### src/rtl/perfq_pkg.sv
package perfq_pkg;

    localparam int SEL_W      = 32;
    localparam int ID_W       = 16;
    localparam int TH_W       = 8;
    localparam int B_USER     = 16;
    localparam int B_KERN     = 17;
    localparam int B_EDGE     = 18;
    localparam int B_IRQ      = 20;
    localparam int B_ENABLE   = 22;
    localparam int B_INVERT   = 23;
    localparam int TH_LSB     = 24;

    typedef struct packed {
        logic [TH_W-1:0] thresh;
        logic            invert;
        logic            enable;
        logic            irq;
        logic            edge_det;
        logic            kern_en;
        logic            user_en;
        logic [ID_W-1:0] evt_sel;
    } sel_t;

    function automatic sel_t unpack_sel(input logic [SEL_W-1:0] w);
        sel_t s;
        s.thresh   = w[TH_LSB +: TH_W];
        s.invert   = w[B_INVERT];
        s.enable   = w[B_ENABLE];
        s.irq      = w[B_IRQ];
        s.edge_det = w[B_EDGE];
        s.kern_en  = w[B_KERN];
        s.user_en  = w[B_USER];
        s.evt_sel  = w[ID_W-1:0];
        return s;
    endfunction

endpackage

### src/rtl/perfq_filter.sv
module perfq_filter
    import perfq_pkg::*;
#(
    parameter int CNT_W = 4
) (
    input  sel_t             sel_i,
    input  logic [ID_W-1:0]  evt_id_i,
    input  logic [CNT_W-1:0] evt_cnt_i,
    input  logic             priv_kernel_i,
    output logic             active_o,
    output logic [CNT_W-1:0] qual_cnt_o
);

    logic priv_ok;
    logic id_hit;

    always_comb begin
        priv_ok    = priv_kernel_i ? sel_i.kern_en : sel_i.user_en;
        active_o   = sel_i.enable && priv_ok;
        id_hit     = (evt_id_i == sel_i.evt_sel);
        qual_cnt_o = (active_o && id_hit) ? evt_cnt_i : '0;
    end

endmodule

### src/rtl/perfq_thresh.sv
module perfq_thresh
    import perfq_pkg::*;
#(
    parameter int CNT_W = 4
) (
    input  logic             clk,
    input  logic             rst_n,
    input  sel_t             sel_i,
    input  logic             active_i,
    input  logic [CNT_W-1:0] qual_cnt_i,
    output logic [CNT_W-1:0] inc_o
);

    localparam int CMP_W = (CNT_W > TH_W) ? CNT_W : TH_W;

    typedef struct packed {
        logic prev_hit;
    } st_t;

    st_t st_d, st_q;

    logic [CMP_W-1:0] cnt_ext;
    logic [CMP_W-1:0] th_ext;
    logic             th_mode;
    logic             reach;
    logic             hit;

    always_comb begin
        st_d    = st_q;
        cnt_ext = CMP_W'(qual_cnt_i);
        th_ext  = CMP_W'(sel_i.thresh);
        th_mode = (sel_i.thresh != '0);
        reach   = (cnt_ext >= th_ext);
        hit     = active_i && th_mode && (reach ^ sel_i.invert);
        if (!active_i) begin
            inc_o = '0;
        end else if (!th_mode) begin
            inc_o = qual_cnt_i;
        end else if (sel_i.edge_det) begin
            inc_o = CNT_W'(hit && !st_q.prev_hit);
        end else begin
            inc_o = CNT_W'(hit);
        end
        st_d.prev_hit = hit;
    end

    always_ff @(posedge clk or negedge rst_n) begin
        if (!rst_n) begin
            st_q <= '0;
        end else begin
            st_q <= st_d;
        end
    end

endmodule

### src/rtl/perf_event_qualifier.sv
module perf_event_qualifier
    import perfq_pkg::*;
#(
    parameter int CNT_W = 4
) (
    input  logic             clk,
    input  logic             rst_n,
    input  logic [31:0]      ctrl_i,
    input  logic [15:0]      evt_id_i,
    input  logic [CNT_W-1:0] evt_cnt_i,
    input  logic             priv_kernel_i,
    output logic [CNT_W-1:0] inc_o,
    output logic             adv_o,
    output logic             ovf_irq_en_o
);

    typedef struct packed {
        logic [CNT_W-1:0] inc;
        logic             adv;
    } out_t;

    sel_t             sel;
    logic             active;
    logic [CNT_W-1:0] qual_cnt;
    logic [CNT_W-1:0] inc_next;
    out_t             out_d, out_q;

    assign sel = unpack_sel(ctrl_i);

    perfq_filter #(.CNT_W(CNT_W)) u_filter (
        .sel_i         (sel),
        .evt_id_i      (evt_id_i),
        .evt_cnt_i     (evt_cnt_i),
        .priv_kernel_i (priv_kernel_i),
        .active_o      (active),
        .qual_cnt_o    (qual_cnt)
    );

    perfq_thresh #(.CNT_W(CNT_W)) u_thresh (
        .clk        (clk),
        .rst_n      (rst_n),
        .sel_i      (sel),
        .active_i   (active),
        .qual_cnt_i (qual_cnt),
        .inc_o      (inc_next)
    );

    always_comb begin
        out_d     = out_q;
        out_d.inc = inc_next;
        out_d.adv = (inc_next != '0);
    end

    always_ff @(posedge clk or negedge rst_n) begin
        if (!rst_n) begin
            out_q <= '0;
        end else begin
            out_q <= out_d;
        end
    end

    assign inc_o        = out_q.inc;
    assign adv_o        = out_q.adv;
    assign ovf_irq_en_o = sel.irq;

endmodule

### config.mk
export PLATFORM = sky130hd
export DESIGN_NAME = perf_event_qualifier
export DESIGN_NICKNAME = d
export VERILOG_FILES = /design/src/rtl/perfq_pkg.sv /design/src/rtl/perfq_filter.sv /design/src/rtl/perfq_thresh.sv /design/src/rtl/perf_event_qualifier.sv
export SDC_FILE = /design/constraint.sdc
export NUM_CORES = 1
export LEC_CHECK = 0
export ABC_AREA = 1
export CORE_MARGIN = 8
export CORE_UTILIZATION = 50
export CTS_CLUSTER_DIAMETER = 30
export DETAILED_ROUTE_END_ITERATION = 10
export DONT_BUFFER_PORTS = 1
export SLEW_MARGIN = 20
export SYNTH_ARGS = -nofsm -noshare
export SYNTH_HDL_FRONTEND = slang
export SYNTH_SLANG_ARGS = --single-unit
### constraint.sdc
create_clock -name clk -period 1.15 [get_ports clk]
set_clock_uncertainty 0.2 [all_clocks]
set_input_delay 0.345 -clock clk [delete_from_list [all_inputs] [get_ports clk]]
set_output_delay 0.345 -clock clk [all_outputs]
set_load 0.1 [all_outputs]
==> results of run 1 <==
==> power groups by stage <==
| stage | sequential, mW | clock (mW) | combinational, mW |
|---|---|---|---|
| 2_1_floorplan | 0.251 | 0 | 0.172 |
| 3_3_place_gp | 0.252 | 0 | 0.207 |
| 3_5_place_dp | 0.252 | 0 | 0.215 |
| 4_1_cts | 0.248 | 0.205 | 0.340 |
| 5_1_grt | 0.248 | 0.211 | 0.405 |
| 6_report | 0.248 | 0.198 | 0.371 |
==> final timing paths <==
| check | slack [ns] | endpoint | startpoint |
|---|---|---|---|
| worst max-delay path | -1.12 | adv_o | ctrl_i[6] |
| worst min-delay path | 0.08 | adv_o | evt_cnt_i[3] |
| worst max register to register | 0.19 | adv_o | u_thresh.st_q |
| worst min register to register | 0.46 | inc_o[0] | u_thresh.st_q |
| max in group asynchronous | 0.30 | adv_o | rst_n |
| min in group asynchronous | 0.21 | inc_o[1] | rst_n |
==> cells by family (layout without fill, tap and decap cells) <==
| kind of cell | Yosys count | after routing | share of synthesized area |
|---|---|---|---|
| xor+xnor | 4 | 4 | 0.03927 |
| fa+ha+maj | 4 | 4 | 0.05610 |
| flops | 6 | 6 | 0.1683 |
| compound gates | 3 | 3 | 0.02524 |
| buf+inv | 44 | 90 | 0.1893 |
| simple gates | 108 | 108 | 0.5217 |
==> worst max-delay path, cell delays in order <==
cell and delay, ns:
xnor2_2 0.14, nand2_1 0.11, buf_4 0.15, buf_4 0.12, buf_4 0.12, buf_4 0.12
buf_4 0.12, buf_4 0.12, buf_4 0.12, buf_4 0.12, buf_4 0.13, nor2_1 0.13
nand4_1 0.12, nor2_1 0.15, nor2_2 0.07, nand2_1 0.07
==> layout make-up <==
cell class,count,share of cell area
Multi-Input combinational cell,119,0.4707
Timing Repair Buffer,43,0.2372
Inverter,43,0.1289
Sequential cell,6,0.1217
Tap cell,25,0.02254
Clock buffer,4,0.01894
==> synthesized netlist by cell type <==
cell type,count
nand2_1,68
inv_1,39
nor2_1,24
dfrtp_1,6
ha_1,4
inv_2,4
nand3_1,4
xnor2_1,4
nor3_2,3
nand3_2,2
nor2_2,2
and2_1,1
buf_4,1
nand4_1,1
nor2_4,1
nor2b_2,1
nor3_1,1
o21ai_0,1
o21ai_2,1
o311ai_1,1
==> flip-flops by register name (all words and copies together), names as in the netlist <==
| register | count |
|---|---|
| u_thresh.st_q | 1 |
| adv_o | 1 |
| inc_o | 4 |
==> timing repair <==
action / in CTS / in global routing
gates resized for setup: 13 / 10
setup endpoints to repair: 11 / 11
hold buffers: 1 / 0
endpoints found under the hold margin: 6 / 0
setup buffers: 26 / 2
pin swaps: 13 / 9
==> through the flow <==
step / hold slack, ns / setup slack (ns) / area (um2) / util
global route: 0.08096 / -1.268 / 1388 / 0.8125
detailed placement: -0.1504 / -1.254 / 1076 / 0.6300
CTS: 0.06782 / -0.9537 / 1358 / 0.7949
finish: 0.08077 / -1.123 / 1388 / 0.8125
global placement: -0.1504 / -1.189 / 1076 / 0.6300
floorplan: -0.1506 / -1.090 / 950.9 / -
==> metal layers <==
layer	vias to the layer above	routed length (um)
met5	-	0
met4	0	104
met3	10	316
met2	68	1709
met1	515	1087
li1	580	-
==> impl_summary.log, run 1 <==
[metrics] status: finished with violations
[metrics] violated checks: negative setup slack
[metrics] number of placement rows: 15
[metrics] count of buffers inserted at the top-level ports: 0
[metrics] switching part of the total: 0.3052
[metrics] GRT Residual Overflow: 0
[metrics] Tightest Pin Transition: 0.3295 ns
[metrics] Top Ports: 61
[metrics] number of CTS-inserted buffers: 3
[metrics] number of antenna violations at the first check in global routing: 0
[metrics] antenna diode count: 0
[metrics] max-slew violations: 0
[metrics] global-route wire length before repair: slightly below 5 mm
[metrics] clock group share of total power: 0.242
[metrics] Wirelength per Cell: approximately 13 um
[metrics] DP Wirelength: roughly 2 mm
[metrics] root buffer cell: clkbuf_4
[metrics] Synth warnings: 0
[metrics] total via count after detailed routing: 1173
[metrics] core outline area: 1708 um2
[metrics] worst hold path stage count: 2
[metrics] cell depth of the worst flop-to-flop path: 5
[metrics] Worst IR Drop VDD: roughly 0.34 mV
[metrics] largest fanout of any net on the critical path: 2
[metrics] FF+latch count, synth: 6
[metrics] clk_lat worst skew: 0.23 ns
[metrics] Sequential Area: 168.9 um2
[metrics] Final Instance Count excl. Fillers: 240
[metrics] total number of clock tree sinks: 6
[metrics] gp weighted congestion: 0.8040
[metrics] final net count: 275
[metrics] Clock transition at path regs: 0.04 ns
[metrics] type of the worst setup path: input port to flop
[metrics] dominant cells by area after synthesis: nand2_1 (29%), dfrtp_1 (17%), inv_1 (16%), nor2_1 (10%), ha_1 (5.6%)
[metrics] number of design rule violations left after detail routing: 0
[metrics] floorplan die width: 58.24 um
[metrics] internal portion of total power: 567.4 uW
[metrics] worst min-delay path category: input port to flop
[metrics] commonest non-fill, non-tap cell in the layout: nand2_1
[metrics] pin count of the biggest net entering global routing: 7
[metrics] power per standard cell area: 588.5 nW/um2
[metrics] maximum clock frequency: 440.0 MHz
[metrics] Starting Density: 0.5223
[metrics] Die Footprint: ~3400 um2
[metrics] Synth cell types: 20
[metrics] CP Data Arrival Time: roughly 2.2 ns
[metrics] cell type contributing the most total cell area after synthesis: nand2_1
[metrics] number of detailed-routing iterations run before antenna repair: 4
[metrics] remaining antenna violation count after routing: 0
[metrics] global routing usage summed across all routing layers: 0.1804
[metrics] footprint of the multi-input gates: 653.1 um2
[metrics] number of placed instances, taps included: around 210
[metrics] final period demand of the worst path: 2.273 ns
[metrics] Reg power frac: 0.303
[metrics] Slew headroom: 0.7787
[metrics] Clock H-tree levels: 1
[metrics] kind of end point of the critical path: flop
[metrics] commonest non-fill, non-tap cells in the layout: nand2_1 (65), buf_4 (41), inv_1 (24), nor2_1 (18), inv_2 (16)
[metrics] required time worst endpoint: 1.11 ns
[metrics] met2 usage in global routing: 0.3344
[metrics] mean number of vias per cell: 4.888
[metrics] Final period util: 1.976
[metrics] Synth Area per Inst: between 5 and 6 um2
[metrics] total power of the final layout: 816.6 uW
[metrics] setup TNS after final layout: -5.509 ns
[metrics] Post-Route WL: roughly 3.2 mm
[metrics] buffer levels on the longest clock path: 2
[metrics] CTS tree: done
[metrics] number of filler instances in the final layout: 125
[metrics] startpoint types: input port
[metrics] met1 Resource Use GR: 0.1586
[metrics] leakage power figure: 0.8178 nW
[metrics] max cap viols: 0
[metrics] via count of the first global-routing pass: between 1000 and 1500
[metrics] post-synth top area share: 0.2861
[metrics] final setup vio count: 11
[metrics] post-synthesis instance total: 169
[metrics] RSZ-0062 raised after global routing: yes
[metrics] synthesized area: 892.1 um2
[metrics] net count of the mapped netlist: 228
[metrics] Hold Vio Cnt, Final: 0
[metrics] net switching power: 249.2 uW
[metrics] Die H: 58.24 um
[metrics] global-route met3 utilization: 0.06402
[metrics] area added between synthesis and finish: 55.54%
[metrics] combinational group share of total power: 0.454
[metrics] share of cells above drive strength 1: 0.4326
[metrics] number of DRC markers after the initial detailed-route iteration: 22
[metrics] sequential-to-total area share from yosys stat: 0.1683
[metrics] grt peak-use layer: met2
[metrics] worst setup margin: -1.123 ns
(Power assumes the default switching activity.)
==> inputs of run 2 (changes only) <==
Settings changed: SYNTH_HIERARCHICAL set to 1.
==> run 2 against run 1 <==
Compared with the run above:
- the flow still finishes with violations (negative setup slack)
- clock-buffer cell count unchanged
- via count decreased by 32%
- hold slack improved by 0.053 ns
- register-to-register slack about the same
- critical path depth increased by 4
- non-clock buffer count decreased by 36
- critical path type unchanged
- largest cell class unchanged
- largest power group is now registers
==> impl_summary.log, run 2 <==
[metrics] final net count: 218 (-21%)
[metrics] Clock transition at path regs: 0.04 ns (about the same)
[metrics] number of flip-flops under the largest register name: 4 (unchanged)
[metrics] dominant cells by area after synthesis: nand2_1 (25%), inv_1 (21%), dfrtp_1 (19%), nor2_1 (12%), ha_1 (6.4%)
[metrics] global routing usage summed across all routing layers: 0.1096 (-0.07081)
[metrics] combinational group share of total power: 0.259 (-0.195)
[metrics] Die Footprint: 3071 um2 (-9.4%)
[metrics] internal portion of total power: 429.0 uW (-24%)
[metrics] net count of the mapped netlist: 207 (-9.2%)
[metrics] Synth cell types: 13 (-35%)
[metrics] Top Ports: 61 (unchanged)
[metrics] count of buffers inserted at the top-level ports: 0 (unchanged)
[metrics] commonest non-fill, non-tap cell in the layout: nand2_1
[metrics] sequence of cells on the critical path: inv_8 > nand2_2 > nand2_2 > nor2_1 > nand2_1 > nor2_2 > nand3_2 > nor2_2 > inv_1 > ha_1 > nand2_1 > nor2_1 > nor2_1 > nand2_1 > nand2_1 > nand2_1 > nand4_1 > nand2_1 > nor2_1 > nand2_1
[metrics] power per standard cell area: 617.5 nW/um2 (+4.9%)
[metrics] cell depth of the worst flop-to-flop path: 5 (unchanged)
[metrics] top-count cell post-synth: nand2_1
[metrics] Critical-path top delay cell: ha_1
[metrics] Synth warnings: 6 (+6)
[metrics] Hold Vio Cnt, Final: 0 (unchanged)
[metrics] flip-flop cell with the highest count after synthesis: dfrtp_1
[metrics] cell type contributing the most total cell area after synthesis: nand2_1
[metrics] number of buffer and inverter stages on the critical path: 2 (-7)
[metrics] post-route cell area: 974.7 um2 (-30%)
[metrics] switching part of the total: 0.2871 (-0.01802)
[metrics] global-route wire length before repair: 2.925 mm (-40%)
[metrics] root buffer cell: clkbuf_4
[metrics] startpoint types: input port
[metrics] type of the worst setup path: input port to flop
[metrics] net switching power: 172.8 uW (-31%)
[metrics] Most Frequent Cell on Critical Path: nand2_1
[metrics] top cells by instance count after synthesis: nand2_1 (52), inv_1 (44), nor2_1 (24)
[metrics] pin count of the biggest net entering global routing: 7 (unchanged)
[metrics] number of design rule violations left after detail routing: 0 (unchanged)
[metrics] Crit path max-delay family: simple AND/OR/NAND/NOR gates
[metrics] Min Hold Slack: 0.1338 ns (+0.05301 ns)
[metrics] DP Wirelength: 1.648 mm (-19%)
[metrics] synthesized area: 777.0 um2 (-13%)
[metrics] RSZ-0062 raised after global routing: yes
[metrics] Final Instance Count excl. Fillers: 174 (-28%)
[metrics] number of CTS-inserted buffers: 3 (unchanged)
[metrics] worst setup margin: -0.8635 ns (+0.2591 ns)
[metrics] Final period util: 1.751 (-0.2253)
[metrics] final period demand of the worst path: 2.014 ns (-0.2591 ns)
[metrics] number of placed instances, taps included: 169 (-18%)
[metrics] share of cells above drive strength 1: 0.3354 (-0.09712)
[metrics] Stages on worst setup path: 20 (+4)
[metrics] max-slew violations: 0 (unchanged)
[metrics] worst min-delay path category: input port to flop
[metrics] total via count after detailed routing: 792 (-32%)
[metrics] clk_lat worst skew: 0.23 ns (about the same)
[metrics] max cap viols: 0 (unchanged)
[metrics] Starting Density: 0.5218 (about the same)
[metrics] floorplan die width: 55.42 um (-4.8%)
[metrics] area added between synthesis and finish: 25.44%
[metrics] setup repair bufs after CTS: 0 (-100%)
[metrics] buffer levels on the longest clock path: 2 (unchanged)
[metrics] gp weighted congestion: 0.7430 (-7.6%)
[metrics] worst hold path stage count: 3 (+1)
[metrics] leakage power figure: 0.5826 nW (-29%)
[metrics] status: finished with violations
[metrics] Wirelength per Cell: 10.22 um (-24%)
[metrics] clock group share of total power: 0.329 (+0.087)
[metrics] required time worst endpoint: 1.07 ns (-0.04 ns)
[metrics] antenna diode count: 0 (unchanged)
[metrics] commonest non-fill, non-tap cells in the layout: nand2_1 (40), inv_1 (30), nor2_1 (19), nand2_2 (12), inv_2 (9)
[metrics] Die H: 55.42 um (-4.8%)
[metrics] number of DRC markers after the initial detailed-route iteration: 13 (-41%)
[metrics] footprint of the multi-input gates: 506.7 um2 (-22%)
[metrics] placement-stage cell area: 885.9 um2 (-18%)
[metrics] number of placement rows: 14 (-1)
[metrics] CP Data Arrival Time: 1.93 ns (-0.31 ns)
[metrics] largest fanout of any net on the critical path: 4 (+2)
[metrics] GRT Residual Overflow: 0 (unchanged)
[metrics] Post-Route WL: 1.778 mm (-45%)
[metrics] flop-to-flop setup slack: 0.18 ns (about the same)
[metrics] Critical Path Max Stage Delay: 0.26 ns (+0.11 ns)
[metrics] final setup vio count: 11 (unchanged)
[metrics] mean number of vias per cell: 4.552 (-6.9%)
[metrics] post-synthesis instance total: 148 (-12%)
[metrics] total number of clock tree sinks: 6 (unchanged)
[metrics] sequential-to-total area share from yosys stat: 0.1932 (+0.02493)
[metrics] Synth Area per Inst: 5.250 um2 (-0.54%)
[metrics] number of filler instances in the final layout: 154 (+23%)
[metrics] Reg power frac: 0.412 (+0.109)
[metrics] fraction of registers with async set or reset after synthesis: 1.000 (unchanged)
[metrics] Slew headroom: 0.8040 (+0.02538)
[metrics] number of antenna violations at the first check in global routing: 0 (unchanged)
[metrics] kind of end point of the critical path: flop
[metrics] Clock H-tree levels: 1 (unchanged)
[metrics] maximum clock frequency: 496.6 MHz (+13%)
[metrics] via count of the first global-routing pass: 739 (-38%)
[metrics] number of detailed-routing iterations run before antenna repair: 4 (unchanged)
[metrics] post-synth top area share: 0.2512 (-0.03491)
[metrics] CTS tree: done
[metrics] number of synthesized flops with an enable pin: 0 (unchanged)
[metrics] core outline area: 1489 um2 (-13%)
[metrics] FF+latch count, synth: 6 (unchanged)
[metrics] Worst IR Drop VDD: 0.3205 mV (-6.1%)
[metrics] remaining antenna violation count after routing: 0 (unchanged)
[metrics] violated checks: negative setup slack
[metrics] Sequential Area: 168.9 um2 (unchanged)
[metrics] Tightest Pin Transition: 0.2952 ns (-0.03424 ns)
-- run 2: cell count changes after synthesis, moves of 2 or more --
cell     delta
nor3_2      -3
nand2_1    -16
nor2_2      +2
inv_1       +5
inv_2       -4
-- run 2: per-layer routing --
layer	GRT usage	up-vias	share of wire
li1	-	433	-
met1	0.1078	330	0.37
met2	0.1907	29	0.52
met3	0.05479	0	0.12
met4	0.04225	0	0
met5	0	-	0
-- run 2: what timing repair did --
item | 4_1_cts | 5_1_grt
pin swaps | 2 | 2
resized for setup | 9 | 23
endpoints found under the hold margin | 6 | 0
hold buffers | 1 | 0
setup endpoints to repair | 11 | 11
-- run 2: area by class of cell --
type / count / area share
clock buffer: 4 / 0.02696
sequential: 6 / 0.1733
timing repair buffer: 7 / 0.05648
multi-input combinational: 97 / 0.5199
inverter: 44 / 0.2028
tap: 16 / 0.02054
-- run 2: final timing paths --
| check | startpoint | to |
|---|---|---|
| setup / recovery | ctrl_i[4] | adv_o |
| hold / removal | ctrl_i[18] | inc_o[0] |
| setup reg to reg | u_thresh/st_q | adv_o |
| hold reg to reg | u_thresh/st_q | inc_o[0] |
| max in group asynchronous | rst_n | inc_o[0] |
| min in group asynchronous | rst_n | inc_o[3] |
-- run 2: power by group through the flow --
stage / clock [mW] / sequential, mW / combinational, mW
after CTS: 0.204 / 0.248 / 0.146
final: 0.198 / 0.248 / 0.156
after detailed placement: 0 / 0.252 / 0.136
after global routing: 0.214 / 0.249 / 0.181
after floorplan: 0 / 0.251 / 0.133
after global placement: 0 / 0.252 / 0.132
-- run 2: metrics by stage --
stage	total power, mW	util	worst slack [ns]	setup TNS [ns]
final	0.6019	0.6546	-0.8635	-4.027
after global routing	0.6440	0.6546	-1.084	-5.059
after CTS	0.5984	0.6294	-0.8727	-4.131
after detailed placement	0.3883	0.5950	-1.138	-4.484
after global placement	0.3841	0.5950	-1.093	-4.283
after floorplan	0.3844	-	-0.9142	-3.135
-- run 2: cells by family after synthesis --
kind of cell / synth area share
xor+xnor: 0.04508
fa+ha+maj: 0.06441
buf+inv: 0.2222
flops: 0.1932
simple gates: 0.4751
-- run 2: worst min-delay path, cell delays in order --
cell	delay, ns
nand2_1	0.04
nand4_1	0.07
nand2_1	0.06
==> inputs of run 3 (changes only) <==
Settings changed: PLACE_DENSITY set to 0.7, TNS_END_PERCENT set to 100.
==> run 3 against run 2 <==
Compared with the run above:
- the run still ends with negative setup slack left
- critical path depth fell by 2
- utilization grew 1.4 points
- first-iteration DRC count unchanged
- wire length increased by 9.4%
- worst setup slack lost 0.041 ns
- combinational power about the same
- hold slack improved by 0.045 ns
- power up 1.4%
- sequential power about the same
- non-clock buffer count increased by 1
- largest cell class unchanged
==> impl_summary.log, run 3 (same netlist as run 2, synthesis figures left out) <==
[metrics] status: finished with violations
[metrics] violated checks: negative setup slack
[metrics] final setup vio count: 11 (unchanged)
[metrics] CP Data Arrival Time: 1.99 ns (+0.06 ns)
[metrics] commonest non-fill, non-tap cells in the layout: nand2_1 (46), inv_1 (31), nor2_1 (15), nor2_2 (10), inv_2 (7)
[metrics] internal portion of total power: 428.1 uW (-0.21%)
[metrics] number of placement rows: 14 (unchanged)
[metrics] Crit path max-delay family: simple AND/OR/NAND/NOR gates
[metrics] clock group share of total power: 0.334 (+0.005)
[metrics] required time worst endpoint: 1.08 ns (about the same)
[metrics] total number of clock tree sinks: 6 (unchanged)
[metrics] number of buffer and inverter stages on the critical path: 0 (-2)
[metrics] maximum clock frequency: 486.6 MHz (-2.0%)
[metrics] commonest non-fill, non-tap cell in the layout: nand2_1
[metrics] Worst IR Drop VDD: 0.2594 mV (-19%)
[metrics] placement-stage cell area: 885.9 um2 (unchanged)
[metrics] floorplan die width: 55.42 um (unchanged)
[metrics] Die Footprint: 3071 um2 (unchanged)
[metrics] number of design rule violations left after detail routing: 0 (unchanged)
[metrics] kind of end point of the critical path: flop
[metrics] type of the worst setup path: input port to flop
[metrics] number of placed instances, taps included: 169 (unchanged)
[metrics] mean number of vias per cell: 4.657 (+2.3%)
[metrics] net switching power: 182.2 uW (+5.4%)
[metrics] Slew headroom: 0.8025 (-0.001516)
[metrics] core outline area: 1489 um2 (unchanged)
[metrics] total via count after detailed routing: 815 (+2.9%)
[metrics] worst hold path stage count: 3 (unchanged)
[metrics] Most Frequent Cell on Critical Path: nand2_1
[metrics] Critical Path Max Stage Delay: 0.24 ns (-0.02 ns)
[metrics] wire length on met1: 597 um (-8.7%)
[metrics] power per standard cell area: 612.8 nW/um2 (-0.76%)
[metrics] cell depth of the worst flop-to-flop path: 5 (unchanged)
[metrics] min-delay src: ctrl_i[23]
[metrics] DP Wirelength: 1.716 mm (+4.1%)
[metrics] startpoint types: input port
[metrics] post-route cell area: 996.0 um2 (+2.2%)
[metrics] number of CTS-inserted buffers: 3 (unchanged)
[metrics] footprint of the multi-input gates: 519.2 um2 (+2.5%)
[metrics] CTS tree: done
[metrics] Critical Path Source: ctrl_i[1]
[metrics] antenna diode count: 0 (unchanged)
[metrics] buffer levels on the longest clock path: 2 (unchanged)
[metrics] worst setup margin: -0.9050 ns (-0.04145 ns)
[metrics] Sequential Area: 168.9 um2 (unchanged)
[metrics] Clock H-tree levels: 1 (unchanged)
[metrics] Endpoint, Worst Hold: u_thresh/st_q
[metrics] final net count: 219 (+0.46%)
[metrics] Starting Density: 0.5218 (unchanged)
[metrics] number of flip-flops under the largest register name: 4 (unchanged)
[metrics] Clock transition at path regs: 0.05 ns (about the same)
[metrics] number of filler instances in the final layout: 156 (+1.3%)
[metrics] Crit Reg-Reg Endpoint: adv_o
[metrics] remaining antenna violation count after routing: 0 (unchanged)
[metrics] largest fanout of any net on the critical path: 4 (unchanged)
[metrics] amount of wire on met3 after detailed routing: 215 um (+4.9%)
[metrics] root buffer cell: clkbuf_4
[metrics] global routing usage summed across all routing layers: 0.1294 (+0.01988)
[metrics] Post-Route WL: 1.945 mm (+9.4%)
[metrics] launch instance of the worst register-to-register path: u_thresh/st_q
[metrics] number of antenna violations at the first check in global routing: 0 (unchanged)
[metrics] Reg power frac: 0.407 (-0.005)
[metrics] Hold Vio Cnt, Final: 0 (unchanged)
[metrics] leakage power figure: 0.5872 nW (+0.79%)
[metrics] switching part of the total: 0.2985 (+0.01134)
[metrics] final period demand of the worst path: 2.055 ns (+0.04145 ns)
[metrics] RSZ-0062 raised after global routing: yes
[metrics] sequence of cells on the critical path: nor2_2 > nor2_1 > nor2_1 > nand2_1 > nor2_2 > nand3_4 > nor2_4 > ha_1 > nand2_1 > nor2_1 > nor2_1 > nand2_1 > nand2_1 > nand2_2 > nand4_1 > nand2_1 > nor2_1 > nand2_1
[metrics] Die H: 55.42 um (unchanged)
[metrics] number of DRC markers after the initial detailed-route iteration: 13 (unchanged)
[metrics] Final Instance Count excl. Fillers: 175 (+0.57%)
[metrics] Critical-path top delay cell: ha_1
[metrics] met2 wirelength from detailed routing: 1.084 mm (+18%)
[metrics] gp weighted congestion: 0.7850 (+5.7%)
[metrics] count of buffers inserted at the top-level ports: 0 (unchanged)
[metrics] worst min-delay path category: input port to flop
[metrics] Final period util: 1.787 (+0.03605)
[metrics] global-route wire length before repair: 3.381 mm (+16%)
[metrics] combinational group share of total power: 0.259 (about the same)
[metrics] max cap viols: 0 (unchanged)
[metrics] clk_lat worst skew: 0.24 ns (about the same)
[metrics] max-slew violations: 0 (unchanged)
[metrics] Tightest Pin Transition: 0.2975 ns (+0.002284 ns)
[metrics] Wirelength per Cell: 11.11 um (+8.8%)
[metrics] top layer reached by signal wires: met4
[metrics] area added between synthesis and finish: 28.18%
[metrics] GRT Residual Overflow: 0 (unchanged)
[metrics] via count of the first global-routing pass: 860 (+16%)
[metrics] pin count of the biggest net entering global routing: 7 (unchanged)
[metrics] Top Ports: 61 (unchanged)
[metrics] share of cells above drive strength 1: 0.3208 (-0.01469)
[metrics] number of detailed-routing iterations run before antenna repair: 4 (unchanged)
[metrics] flop-to-flop setup slack: 0.17 ns (about the same)
[run 3: through the flow]
step	power, mW	worst slack (ns)	utilization	setup TNS, ns	hold slack (ns)
finish	0.6103	-0.9050	0.6689	-4.399	0.1788
global route	0.6550	-1.082	0.6689	-5.233	0.1946
CTS	0.6097	-0.8757	0.6378	-4.227	0.1055
detailed placement	0.3888	-1.182	0.5950	-4.698	-0.1504
global placement	0.3840	-1.099	0.5950	-4.320	-0.1504
floorplan	0.3844	-0.9142	-	-3.135	-0.1506
[run 3: layout make-up]
type / count / area share
repair buffers: 8 / 0.06658
multi-input cells: 97 / 0.5214
flip-flops and latches: 6 / 0.1696
well taps: 16 / 0.02010
inverters: 44 / 0.1960
clock buffers: 4 / 0.02638
[run 3: repair_timing]
action | 4_1_cts | 5_1_grt
pin swaps | 2 | 7
hold buffers | 1 | 0
buffers inserted | 0 | 1
resized for setup | 9 | 23
endpoints found under the setup margin | 11 | 11
endpoints found under the hold margin | 6 | 0
[run 3: worst max-delay path by stage]
| stage | endpoint | slack, ns | depth (start not counted) |
|---|---|---|---|
| floorplan | adv_o | -0.91 | 20 |
| global placement | adv_o | -1.10 | 19 |
| detailed placement | adv_o | -1.18 | 19 |
| CTS | adv_o | -0.88 | 20 |
| global route | adv_o | -1.08 | 20 |
| finish | adv_o | -0.90 | 18 |
[run 3: routing by layer]
metal / GRT usage / vias to the layer above
met5: 0 / -
met4: 0.09507 / 0
met3: 0.05251 / 4
met2: 0.2388 / 34
met1: 0.1064 / 342
li1: - / 435
[run 3: power by group through the flow]
stage / logic [mW] / registers [mW] / clock network (mW)
after global placement: 0.132 / 0.252 / 0
after global routing: 0.186 / 0.249 / 0.220
final: 0.158 / 0.248 / 0.204
after CTS: 0.147 / 0.249 / 0.214
after detailed placement: 0.136 / 0.252 / 0
after floorplan: 0.133 / 0.251 / 0
[run 3: worst reg2reg max path, stage by stage (launching register included)]
cell	delay [ns]
dfrtp_1	0.33
nand2_1	0.05
nand4_1	0.08
nand2_1	0.07
nor2_1	0.09
nand2_1	0.05
